## config.mk

```make
export PLATFORM = sky130hd
export DESIGN_NAME = txt_video_timing
export DESIGN_NICKNAME = d
export VERILOG_FILES = /design/src/rtl/txt_video_timing.sv
export SDC_FILE = /design/constraint.sdc
export NUM_CORES = 1
export LEC_CHECK = 0
export ABC_CLOCK_PERIOD_IN_PS = 5300
export BUFFER_PORTS_ARGS = -buffer_cell sky130_fd_sc_hd__clkbuf_2
export CAP_MARGIN = 30
export CORE_ASPECT_RATIO = 1.5
export CORE_MARGIN = 1.5
export CORE_UTILIZATION = 25
export DETAILED_ROUTE_END_ITERATION = 7
export SLEW_MARGIN = 20
export SYNTH_ARGS = -nofsm -noshare
export SYNTH_HDL_FRONTEND = slang
export SYNTH_SLANG_ARGS = --single-unit
```

## constraint.sdc

```tcl
create_clock -name clk -period 5.3 [get_ports clk]
set_input_delay 1.06 -clock clk [delete_from_list [all_inputs] [get_ports clk]]
set_output_delay 1.06 -clock clk [all_outputs]
set_load 0.05 [all_outputs]
```

## src/rtl/txt_video_timing.sv

```systemverilog
module txt_video_timing #(
  parameter int H_TOTAL     = 384,
  parameter int HSYNC_W     = 28,
  parameter int EQ_W        = 13,
  parameter int SERR_W      = 28,
  parameter int H_ACT_START = 96,
  parameter int CHARS       = 40,
  parameter int DPC         = 6,
  parameter int V_FIELD     = 262,
  parameter int V_ACT_START = 21,
  parameter int EQ_LINES    = 3,
  parameter int VS_LOAD     = 3,
  parameter int LPR         = 10,
  parameter int LPR_ALT     = 9,
  parameter int ROWS_A      = 20,
  parameter int ROWS_B      = 21,
  parameter int ROWS_ALT    = 25,
  parameter int DEAD        = 2,
  parameter int VSEP        = 64,
  localparam int HW = $clog2(H_TOTAL),
  localparam int VW = $clog2(V_FIELD + 2),
  localparam int CW = $clog2(CHARS + 1),
  localparam int RW = $clog2(ROWS_A + ROWS_B + ROWS_ALT),
  localparam int LW = $clog2(LPR + LPR_ALT)
) (
  input  logic          clk,
  input  logic          rst_n,
  input  logic          slave_en,
  input  logic          interlace_en,
  input  logic          fmt_alt,
  input  logic          rows21,
  input  logic          csync_in,
  output logic          csync_out,
  output logic          csync_oe,
  output logic [HW-1:0] h_cnt,
  output logic [VW-1:0] v_cnt,
  output logic          field,
  output logic [CW-1:0] char_col,
  output logic [RW-1:0] char_row,
  output logic [LW-1:0] row_line,
  output logic          dda
);

  localparam int HALF = H_TOTAL / 2;
  localparam int DW   = $clog2(DPC);
  localparam int SW   = $clog2(VSEP + 1);

  localparam logic [HW-1:0] H_LAST = HW'(H_TOTAL - 1);
  localparam logic [HW-1:0] H_HALF = HW'(HALF);
  localparam logic [HW-1:0] H_A0   = HW'(H_ACT_START);
  localparam logic [HW-1:0] H_A1   = HW'(H_ACT_START + CHARS * DPC);
  localparam logic [HW-1:0] H_A1M  = HW'(H_ACT_START + CHARS * DPC - 1);
  localparam logic [HW-1:0] H_SYNC = HW'(HSYNC_W);
  localparam logic [HW-1:0] H_EQ   = HW'(EQ_W);
  localparam logic [HW-1:0] H_BRD  = HW'(HALF - SERR_W);
  localparam logic [HW-1:0] H_DLO  = HW'(DEAD);
  localparam logic [HW-1:0] H_DHI  = HW'(H_TOTAL - DEAD);

  localparam logic [VW-1:0] V_LAST = VW'(V_FIELD - 1);
  localparam logic [VW-1:0] V_A0   = VW'(V_ACT_START);
  localparam logic [VW-1:0] V_LD   = VW'(VS_LOAD);
  localparam logic [VW-1:0] V_BR0  = VW'(EQ_LINES);
  localparam logic [VW-1:0] V_BR1  = VW'(2 * EQ_LINES);
  localparam logic [VW-1:0] V_EQ1  = VW'(3 * EQ_LINES);
  localparam logic [VW-1:0] N_A    = VW'(ROWS_A * LPR);
  localparam logic [VW-1:0] N_B    = VW'(ROWS_B * LPR);
  localparam logic [VW-1:0] N_C    = VW'(ROWS_ALT * LPR_ALT);

  localparam logic [LW-1:0] LM_STD = LW'(LPR - 1);
  localparam logic [LW-1:0] LM_ALT = LW'(LPR_ALT - 1);
  localparam logic [DW-1:0] D_LAST = DW'(DPC - 1);
  localparam logic [SW-1:0] S_TOP  = SW'(VSEP);
  localparam logic [SW-1:0] S_HIT  = SW'(VSEP - 1);

  logic          s1, s2, arm;
  logic [SW-1:0] low_cnt;
  logic [DW-1:0] dot;
  logic [HW-1:0] h_nxt, hh;
  logic [VW-1:0] v_nxt, v_inc, v_end, v_aend;
  logic [LW-1:0] lpr_m1;
  logic          fall, in_dead, h_rst, h_wrap, v_wrap, sep_hit;
  logic          h_act, v_act, eq_line, broad_line, csync_gen;

  assign fall    = slave_en & s2 & ~s1;
  assign in_dead = (h_cnt >= H_DHI) | (h_cnt < H_DLO);
  assign h_rst   = fall & ~in_dead;
  assign h_wrap  = (h_cnt == H_LAST);
  assign h_nxt   = (h_rst | h_wrap) ? '0 : h_cnt + HW'(1);

  assign sep_hit = slave_en & arm & ~s1 & (low_cnt == S_HIT);
  assign v_end   = V_LAST + VW'(field);
  assign v_wrap  = h_wrap & (v_cnt == v_end);
  assign v_inc   = v_cnt + VW'(1);

  always_comb begin
    if (sep_hit)     v_nxt = V_LD;
    else if (v_wrap) v_nxt = '0;
    else if (h_wrap) v_nxt = v_inc;
    else             v_nxt = v_cnt;
  end

  assign lpr_m1 = fmt_alt ? LM_ALT : LM_STD;
  assign v_aend = V_A0 + (fmt_alt ? N_C : (rows21 ? N_B : N_A));
  assign v_act  = (v_cnt >= V_A0) & (v_cnt < v_aend);
  assign h_act  = (h_cnt >= H_A0) & (h_cnt < H_A1);
  assign dda    = h_act & v_act;

  assign hh         = (h_cnt >= H_HALF) ? h_cnt - H_HALF : h_cnt;
  assign broad_line = (v_cnt >= V_BR0) & (v_cnt < V_BR1);
  assign eq_line    = (v_cnt < V_BR0) | ((v_cnt >= V_BR1) & (v_cnt < V_EQ1));

  always_comb begin
    if (broad_line)   csync_gen = ~(hh < H_BRD);
    else if (eq_line) csync_gen = ~(hh < H_EQ);
    else              csync_gen = ~(h_cnt < H_SYNC);
  end

  assign csync_out = slave_en | csync_gen;
  assign csync_oe  = ~slave_en;

  always_ff @(posedge clk or negedge rst_n) begin
    if (!rst_n) begin
      s1      <= 1'b1;
      s2      <= 1'b1;
      low_cnt <= '0;
      arm     <= 1'b1;
    end else begin
      s1 <= csync_in;
      s2 <= s1;
      if (s1)                  low_cnt <= '0;
      else if (low_cnt != S_TOP) low_cnt <= low_cnt + SW'(1);
      if (sep_hit)             arm <= 1'b0;
      else if (v_cnt == V_A0)  arm <= 1'b1;
    end
  end

  always_ff @(posedge clk or negedge rst_n) begin
    if (!rst_n) begin
      h_cnt <= '0;
      v_cnt <= '0;
      field <= 1'b0;
    end else begin
      h_cnt <= h_nxt;
      v_cnt <= v_nxt;
      if (v_wrap) field <= interlace_en & ~field;
    end
  end

  always_ff @(posedge clk or negedge rst_n) begin
    if (!rst_n) begin
      dot      <= '0;
      char_col <= '0;
    end else if (h_nxt == H_A0) begin
      dot      <= '0;
      char_col <= '0;
    end else if (h_act && !h_rst && h_cnt != H_A1M) begin
      if (dot == D_LAST) begin
        dot      <= '0;
        char_col <= char_col + CW'(1);
      end else begin
        dot <= dot + DW'(1);
      end
    end
  end

  always_ff @(posedge clk or negedge rst_n) begin
    if (!rst_n) begin
      row_line <= '0;
      char_row <= '0;
    end else if (h_wrap && !sep_hit) begin
      if (v_nxt == V_A0) begin
        row_line <= '0;
        char_row <= '0;
      end else if (v_act && v_inc < v_aend) begin
        if (row_line == lpr_m1) begin
          row_line <= '0;
          char_row <= char_row + RW'(1);
        end else begin
          row_line <= row_line + LW'(1);
        end
      end
    end
  end

endmodule

```

==> results.txt, run 1 <==
----------------------------------------------------
[Placed design]
  Post-DP HPWL ... about 6.7 mm
  Placed cells ... 620
  RePlAce Congestion ... between 0.8 and 0.9
  Placed Instance Area ... about 0.0040 mm²
  Number of buffers added on ports ... between 40 and 50

[Global routing]
  First-pass GRT wire length ... 14.9 mm
  Largest net degree at the start of global routing ... between 50 and 60
  Remaining global-route overflow ... 0
  Initial antenna violation count ... 0
  Global Route Usage Sum ... 0.122
  Number of global-route vias before repair ... just under 3k

[Setup path]
  Data required time of the critical path ... roughly 4200 ps
  Destination of the worst register-to-register timing path ... row_line[4]$_DFFE_PN0P_
  Startpoint of the most critical setup path ... fmt_alt
  R2r worst-path depth ... 12
  Worst reg2reg path startpoint ... v_cnt[0]$_DFF_PN0_
  Max FO, Critical Path ... 6
  Capture point of the worst path ... dda
  Sort of element at the start of the critical path ... primary input
  Setup slack of the worst register-to-register path ... between 1000 and 1500 ps
  Critical path endpoint category ... output pin
  Category of the most critical setup path ... in -> out
  CP Data Arrival Time ... between 2000 and 3000 ps

[Detailed routing]
  Detailed Route WL ... between 8 and 9 mm
  Avg WL per Cell ... ~14 µm
  Via Count ... between 3k and 4k
  Initial DRT Pass Iterations ... 4
  Number of routed nets with antenna violations ... 0
  Post-route DRC violation count ... 0
  Number of vias per cell after detailed routing ... ~4.8
  Starting DRC count in detailed routing ... 96

[STA]
  Final number of max-transition violations ... 0
  Final number of hold-violating endpoints ... 0
  Tightest slew margin relative to the limit ... 0.552
  Period utilisation layout ... 0.762
  Clock skew ... about 5.0 ps
  Worst-margin pin slew ... roughly 670 ps
  Final-layout setup total negative slack ... 0 ps
  Number of setup violations in the final report ... 0
  Unrepaired setup endpoints after global routing ... no
  Fmax ... about 250 MHz
  Time the worst path needs with I/O delays and setup ... between 4000 and 5000 ps

[Finish]
  Area growth from synthesis to layout ... 13.9%
  Design Area, Final ... approximately 0.0041 mm²
  Share of final-layout standard cells stronger than drive strength 1 ... 0.177
  Net count of the finished layout ... around 470
  Diodes inserted ... 0
  Cell Count, Final, Fillers Out ... 628

[Synth]
  Most frequent cells after synthesis ... 47 x dfrtp_1, 41 x nor2_1, 32 x nand2_1
  Most used flip-flop cell after synthesis ... dfrtp_1
  Leading cell types by total area after synthesis ... dfrtp_1 32%, ha_1 9.0%, nor2_1 4.2%, xor2_1 3.9%, xnor2_1 3.6%
  Number of flops mapped to enable cells by yosys ... 0
  Distinct cell type count of the synthesized netlist ... 70
  Proportion of netlist area held by the largest area contributor ... 0.324
  Cell taking the most area after synthesis ... dfrtp_1
  Cells after Synth ... between 300 and 400
  Post-synthesis register bit count ... 50
  Sequential cell area fraction in the yosys report ... 0.346
  Dominant cell by count in the synthesized netlist ... dfrtp_1
  Synthesized area ... about 0.0036 mm²
  FFs w/ async S/R, synth ... 1.00
  Yosys warnings ... 0
  Post-synthesis average cell area ... a little over 9 µm²

[CTS]
  Cts bufs inserted ... 5
  Hold buffer count at cts ... 0
  Clock sink count ... 50
  Maximum clock path buffer count ... 2
  Clock latency on the worst-skew pair ... 290 ps
  Register clock-pin slew on the reported worst setup and hold paths ... 60 ps
  Clock tree from TritonCTS ... yes
  CTS H-tree depth ... 2
  Post-CTS resize count ... 0
  Root buffer selected by CTS ... clkbuf_16
  Number of buffers added for setup after CTS ... 0

[Floorplan]
  Die Footprint ... 0.0153 mm²
  Total I/O pin count ... 47
  Core ar. ... roughly 0.014 mm²
  Standard-cell rows ... between 50 and 60
  Height of the chip ... between 150 and 200 µm
  Initial core utilization ... 0.257
  Width of the die ... between 100 and 150 µm

[Outcome]
  Result of the run ... completed

[Flow run]
  Number of max-capacitance violations reported ... 0

[Pwr]
  Static Leak ... 0.00173 µW
  Worst IR Drop VDD ... 114 µV
  Ratio of total power to cell area ... roughly 260 mW/mm²

[Worst hold path]
  Type of the most critical hold path ... reg -> reg

----------------------------------------------------
==> worst min-delay path by stage <==
| stage | from | end | cells past startpoint |
|---|---|---|---|
| final | s1$_DFF_PN1_ | s2$_DFF_PN1_ | 0 |
| after global routing | s1$_DFF_PN1_ | s2$_DFF_PN1_ | 0 |
| after CTS | s1$_DFF_PN1_ | s2$_DFF_PN1_ | 0 |
| after detailed placement | s1$_DFF_PN1_ | s2$_DFF_PN1_ | 0 |
| after global placement | s1$_DFF_PN1_ | s2$_DFF_PN1_ | 0 |
| after floorplan | s1$_DFF_PN1_ | s2$_DFF_PN1_ | 0 |
==> cell type report <==
type                            count  area (µm²)
Multi-Input combinational cell    313        2190
Fill cell                        1526        9990
Clock buffer                        7         143
Clock inverter                      1        5.00
Timing Repair Buffer               47         238
Tap cell                          192         240
Sequential cell                    50        1250
Inverter                           18        67.6
==> where the power goes <==
part | total [µW] | switching [µW] | leakage [µW] | internal, µW
clock network | 325 | 138 | 0.0000739 | 187
registers | 476 | 66.9 | 0.000584 | 410
logic | 276 | 192 | 0.00107 | 83.8
==> per-stage QoR <==
stage	power, µW	hold slack, ps	setup slack (ps)	util
after floorplan	694	352	1540	-
after global placement	753	429	1240	0.282
after detailed placement	760	431	1210	0.282
after CTS	1090	441	1210	0.293
after global routing	1140	451	1120	0.293
final	1080	438	1260	0.293
==> per-layer routing <==
metal	routed length (µm)	GRT usage	up-vias
li1	-	-	1494
met2	4570	0.217	63
met5	0	0	-
met4	108	0.0389	0
met1	3780	0.144	1461
met3	426	0.0288	7
==> cell usage in the layout (no fill, tap or decap), types with 5 or more instances in the layout <==
cell type,synthesis,layout
xor2_1,16,16
xnor2_1,15,15
o31ai_1,5,5
or3_1,6,6
nand2b_1,9,9
and4_1,5,5
clkbuf_16,0,5
clkbuf_2,0,46
mux2i_1,7,7
conb_1,2,6
a21oi_1,14,14
dfrtp_1,47,47
ha_1,26,26
nor2_1,41,41
nand3_1,16,16
nor2b_1,5,5
o21ai_0,13,13
inv_1,18,18
nor3_1,8,8
nand4_1,7,7
a21o_1,5,5
nand2_1,32,32
o2111ai_1,5,5
==> cells by family after synthesis <==
family                   share of synthesized area
AND/OR/NAND/NOR                              0.256
AO/OA/AOI/OAI                                0.157
flip-flops                                   0.346
buffers and inverters                       0.0558
XOR/XNOR                                    0.0748
adder cells (fa/ha/maj)                     0.0896
multiplexers                                0.0193
other                                      0.00207
==> registers in the layout, indices dropped and copies added (netlist names) <==
name and count:
char_col 6, field 1, h_cnt 9, v_cnt 9
s2 1, row_line 5, low_cnt 7, s1 1
arm 1, dot 3, char_row 7
==> worst max-delay path, cell delays in order <==
cell,delay [ps]
clkbuf_2,130
nor2_1,200
ha_1,260
and4_1,210
a221o_1,380
nor3_1,260
and3b_1,190
clkbuf_2,280
Note: power is estimated with default switching activity, not from simulation.
==> run 2, diff against run 1 <==
--- a/config.mk
+++ b/config.mk
@@ -5,7 +5,7 @@
 export SDC_FILE = /design/constraint.sdc
 export NUM_CORES = 1
 export LEC_CHECK = 0
-export ABC_CLOCK_PERIOD_IN_PS = 5300
+export ABC_CLOCK_PERIOD_IN_PS = 3800
 export BUFFER_PORTS_ARGS = -buffer_cell sky130_fd_sc_hd__clkbuf_2
 export CAP_MARGIN = 30
 export CORE_ASPECT_RATIO = 1.5
==> constraint.sdc (replaced) <==
create_clock -name clk -period 3.8 [get_ports clk]
set_input_delay 0.76 -clock clk [delete_from_list [all_inputs] [get_ports clk]]
set_output_delay 0.76 -clock clk [all_outputs]
set_load 0.05 [all_outputs]
==> results.txt, run 2 (synthesis results as in run 1) <==
----------------------------------------------------
[Floorplan]
  Standard-cell rows ... 53 (unchanged)
  Height of the chip ... 151 µm (unchanged)
  Width of the die ... 101 µm (unchanged)
  Initial core utilization ... 0.257 (unchanged)
  Core ar. ... 0.0141 mm² (unchanged)
  Die Footprint ... 0.0153 mm² (unchanged)
  Total I/O pin count ... 47 (unchanged)

[CTS]
  Cts bufs inserted ... 5 (unchanged)
  Register clock-pin slew on the reported worst setup and hold paths ... 70 ps (about the same)
  Root buffer selected by CTS ... clkbuf_16
  Number of buffers added for setup after CTS ... 0 (unchanged)
  Clock tree from TritonCTS ... yes
  Maximum clock path buffer count ... 2 (unchanged)
  Clock latency on the worst-skew pair ... 290 ps (about the same)
  Post-CTS resize count ... 0 (unchanged)
  Clock sink count ... 50 (unchanged)
  Hold buffer count at cts ... 0 (unchanged)
  CTS H-tree depth ... 2 (unchanged)

[Detailed routing]
  Via Count ... 3096 (+2.3%)
  Initial DRT Pass Iterations ... 4 (unchanged)
  Post-route DRC violation count ... 0 (unchanged)
  Number of vias per cell after detailed routing ... 4.86 (+0.90%)
  Starting DRC count in detailed routing ... 166 (+73%)
  Detailed Route WL ... 9.31 mm (+4.7%)
  Avg WL per Cell ... 14.6 µm (+3.3%)
  Number of routed nets with antenna violations ... 0 (unchanged)

[Finish]
  Number of fill cells ... 1512 (-0.92%)
  Most common library cell in the layout ignoring fill and taps ... dfrtp_1
  Area of combinational cells with multiple inputs ... 0.00219 mm² (unchanged)
  Net count of the finished layout ... 477 (+1.9%)
  Largest registers ... h_cnt: 9 flops, v_cnt: 9 flops
  Seq. cell area ... 0.00125 mm² (unchanged)
  Area growth from synthesis to layout ... 17.1%
  Core utilization of the finished layout ... 0.301 (+0.00806)
  Top library cells by usage in the layout, fill and taps aside ... 47 x dfrtp_1, 46 x clkbuf_2, 41 x nor2_1, 32 x nand2_1, 26 x ha_1
  Share of final-layout standard cells stronger than drive strength 1 ... 0.196 (+0.0189)
  Diodes inserted ... 0 (unchanged)

[Outcome]
  Result of the run ... completed

[Setup path]
  Data required time of the critical path ... 3040 ps (-1200 ps)
  Sort of element at the start of the critical path ... primary input
  Category of the most critical setup path ... in -> out
  Max FO, Critical Path ... 6 (unchanged)
  CP Data Arrival Time ... 2780 ps (-200 ps)
  Critical path endpoint category ... output pin

[Pwr]
  Worst IR Drop VDD ... 195 µV (+72%)
  Static Leak ... 0.00179 µW (+3.5%)
  Ratio of total power to cell area ... 384 mW/mm² (+47%)

[STA]
  Worst-margin pin slew ... 846 ps (+174 ps)
  Period utilisation layout ... 0.930
  Time the worst path needs with I/O delays and setup ... between 3000 and 4000 ps
  Final number of max-transition violations ... 0 (unchanged)
  Fmax ... ~280 MHz
  Tightest slew margin relative to the limit ... 0.436 (-0.116)
  Unrepaired setup endpoints after global routing ... no
  Final-layout setup total negative slack ... 0 ps (unchanged)
  Clock skew ... 6.59 ps (+1.62 ps)
  Number of setup violations in the final report ... 0 (unchanged)
  Final number of hold-violating endpoints ... 0 (unchanged)

[Global routing]
  First-pass GRT wire length ... 15.9 mm (+7.0%)
  Number of global-route vias before repair ... 3241 (+9.3%)
  Global Route Usage Sum ... 0.130 (+0.00713)
  Initial antenna violation count ... 0 (unchanged)
  Remaining global-route overflow ... 0 (unchanged)
  Largest net degree at the start of global routing ... 32 (-37%)

[Placed design]
  Number of buffers added on ports ... 46 (unchanged)
  RePlAce Congestion ... 0.857 (+0.37%)
  Post-DP HPWL ... 7.13 mm (+6.4%)

[Worst hold path]
  Type of the most critical hold path ... reg -> reg

[Flow run]
  Number of max-capacitance violations reported ... 0 (unchanged)

----------------------------------------------------
## run 2: cell type report
| type | count | area share |
|---|---|---|
| multi-input combinational | 313 | 0.515 |
| clock buffer | 5 | 0.0294 |
| sequential | 50 | 0.295 |
| timing repair buffer | 56 | 0.0718 |
| tap | 192 | 0.0565 |
| clock inverter | 3 | 0.0162 |
| inverter | 18 | 0.0159 |
## run 2: critical path, cell delays in order
cell and delay (ps):
clkbuf_2 130, nor2_1 240, ha_1 280, and4_1 210, a221o_1 380, nor3_1 300
and3b_1 200, clkbuf_2 280
## run 2: path summary, 6_finish.rpt
| check | startpoint | end | slack [ps] | cells past startpoint |
|---|---|---|---|---|
| setup / recovery | fmt_alt | dda | 260 | 8 |
| hold / removal | s1$_DFF_PN1_ | s2$_DFF_PN1_ | 440 | 0 |
| setup reg to reg | v_cnt[0]$_DFF_PN0_ | row_line[4]$_DFFE_PN0P_ | 340 | 12 |
| hold reg to reg | s1$_DFF_PN1_ | s2$_DFF_PN1_ | 440 | 0 |
| max in group asynchronous | rst_n | s2$_DFF_PN1_ | 2390 | 2 |
| min in group asynchronous | rst_n | v_cnt[5]$_DFF_PN0_ | 560 | 1 |
## run 2: per-stage QoR
stage                     instance area, µm²  hold WS (ps)  total power, µW  std cells  setup WS, ps
after floorplan                         3650           352              967        402           371
after global placement                  4060           427             1050        629           343
after detailed placement                4060           431             1060        629           253
after CTS                               4250           445             1650        637           252
after global routing                    4250           461             1730        637           142
final                                   4250           441             1630        637           265
## run 2: where the power goes
part,total (µW),internal [µW],switching [µW]
Clock,582,378,204
Sequential,663,571,91.7
Combinational,386,117,269
Total,1630,1070,564
## run 2: metal layers
metal | GRT usage | vias up | share of wire
met5 | 0 | - | 0
met4 | 0.0410 | 0 | 0.013
met2 | 0.240 | 71 | 0.53
li1 | - | 1507 | -
met1 | 0.147 | 1507 | 0.42
met3 | 0.0251 | 11 | 0.039
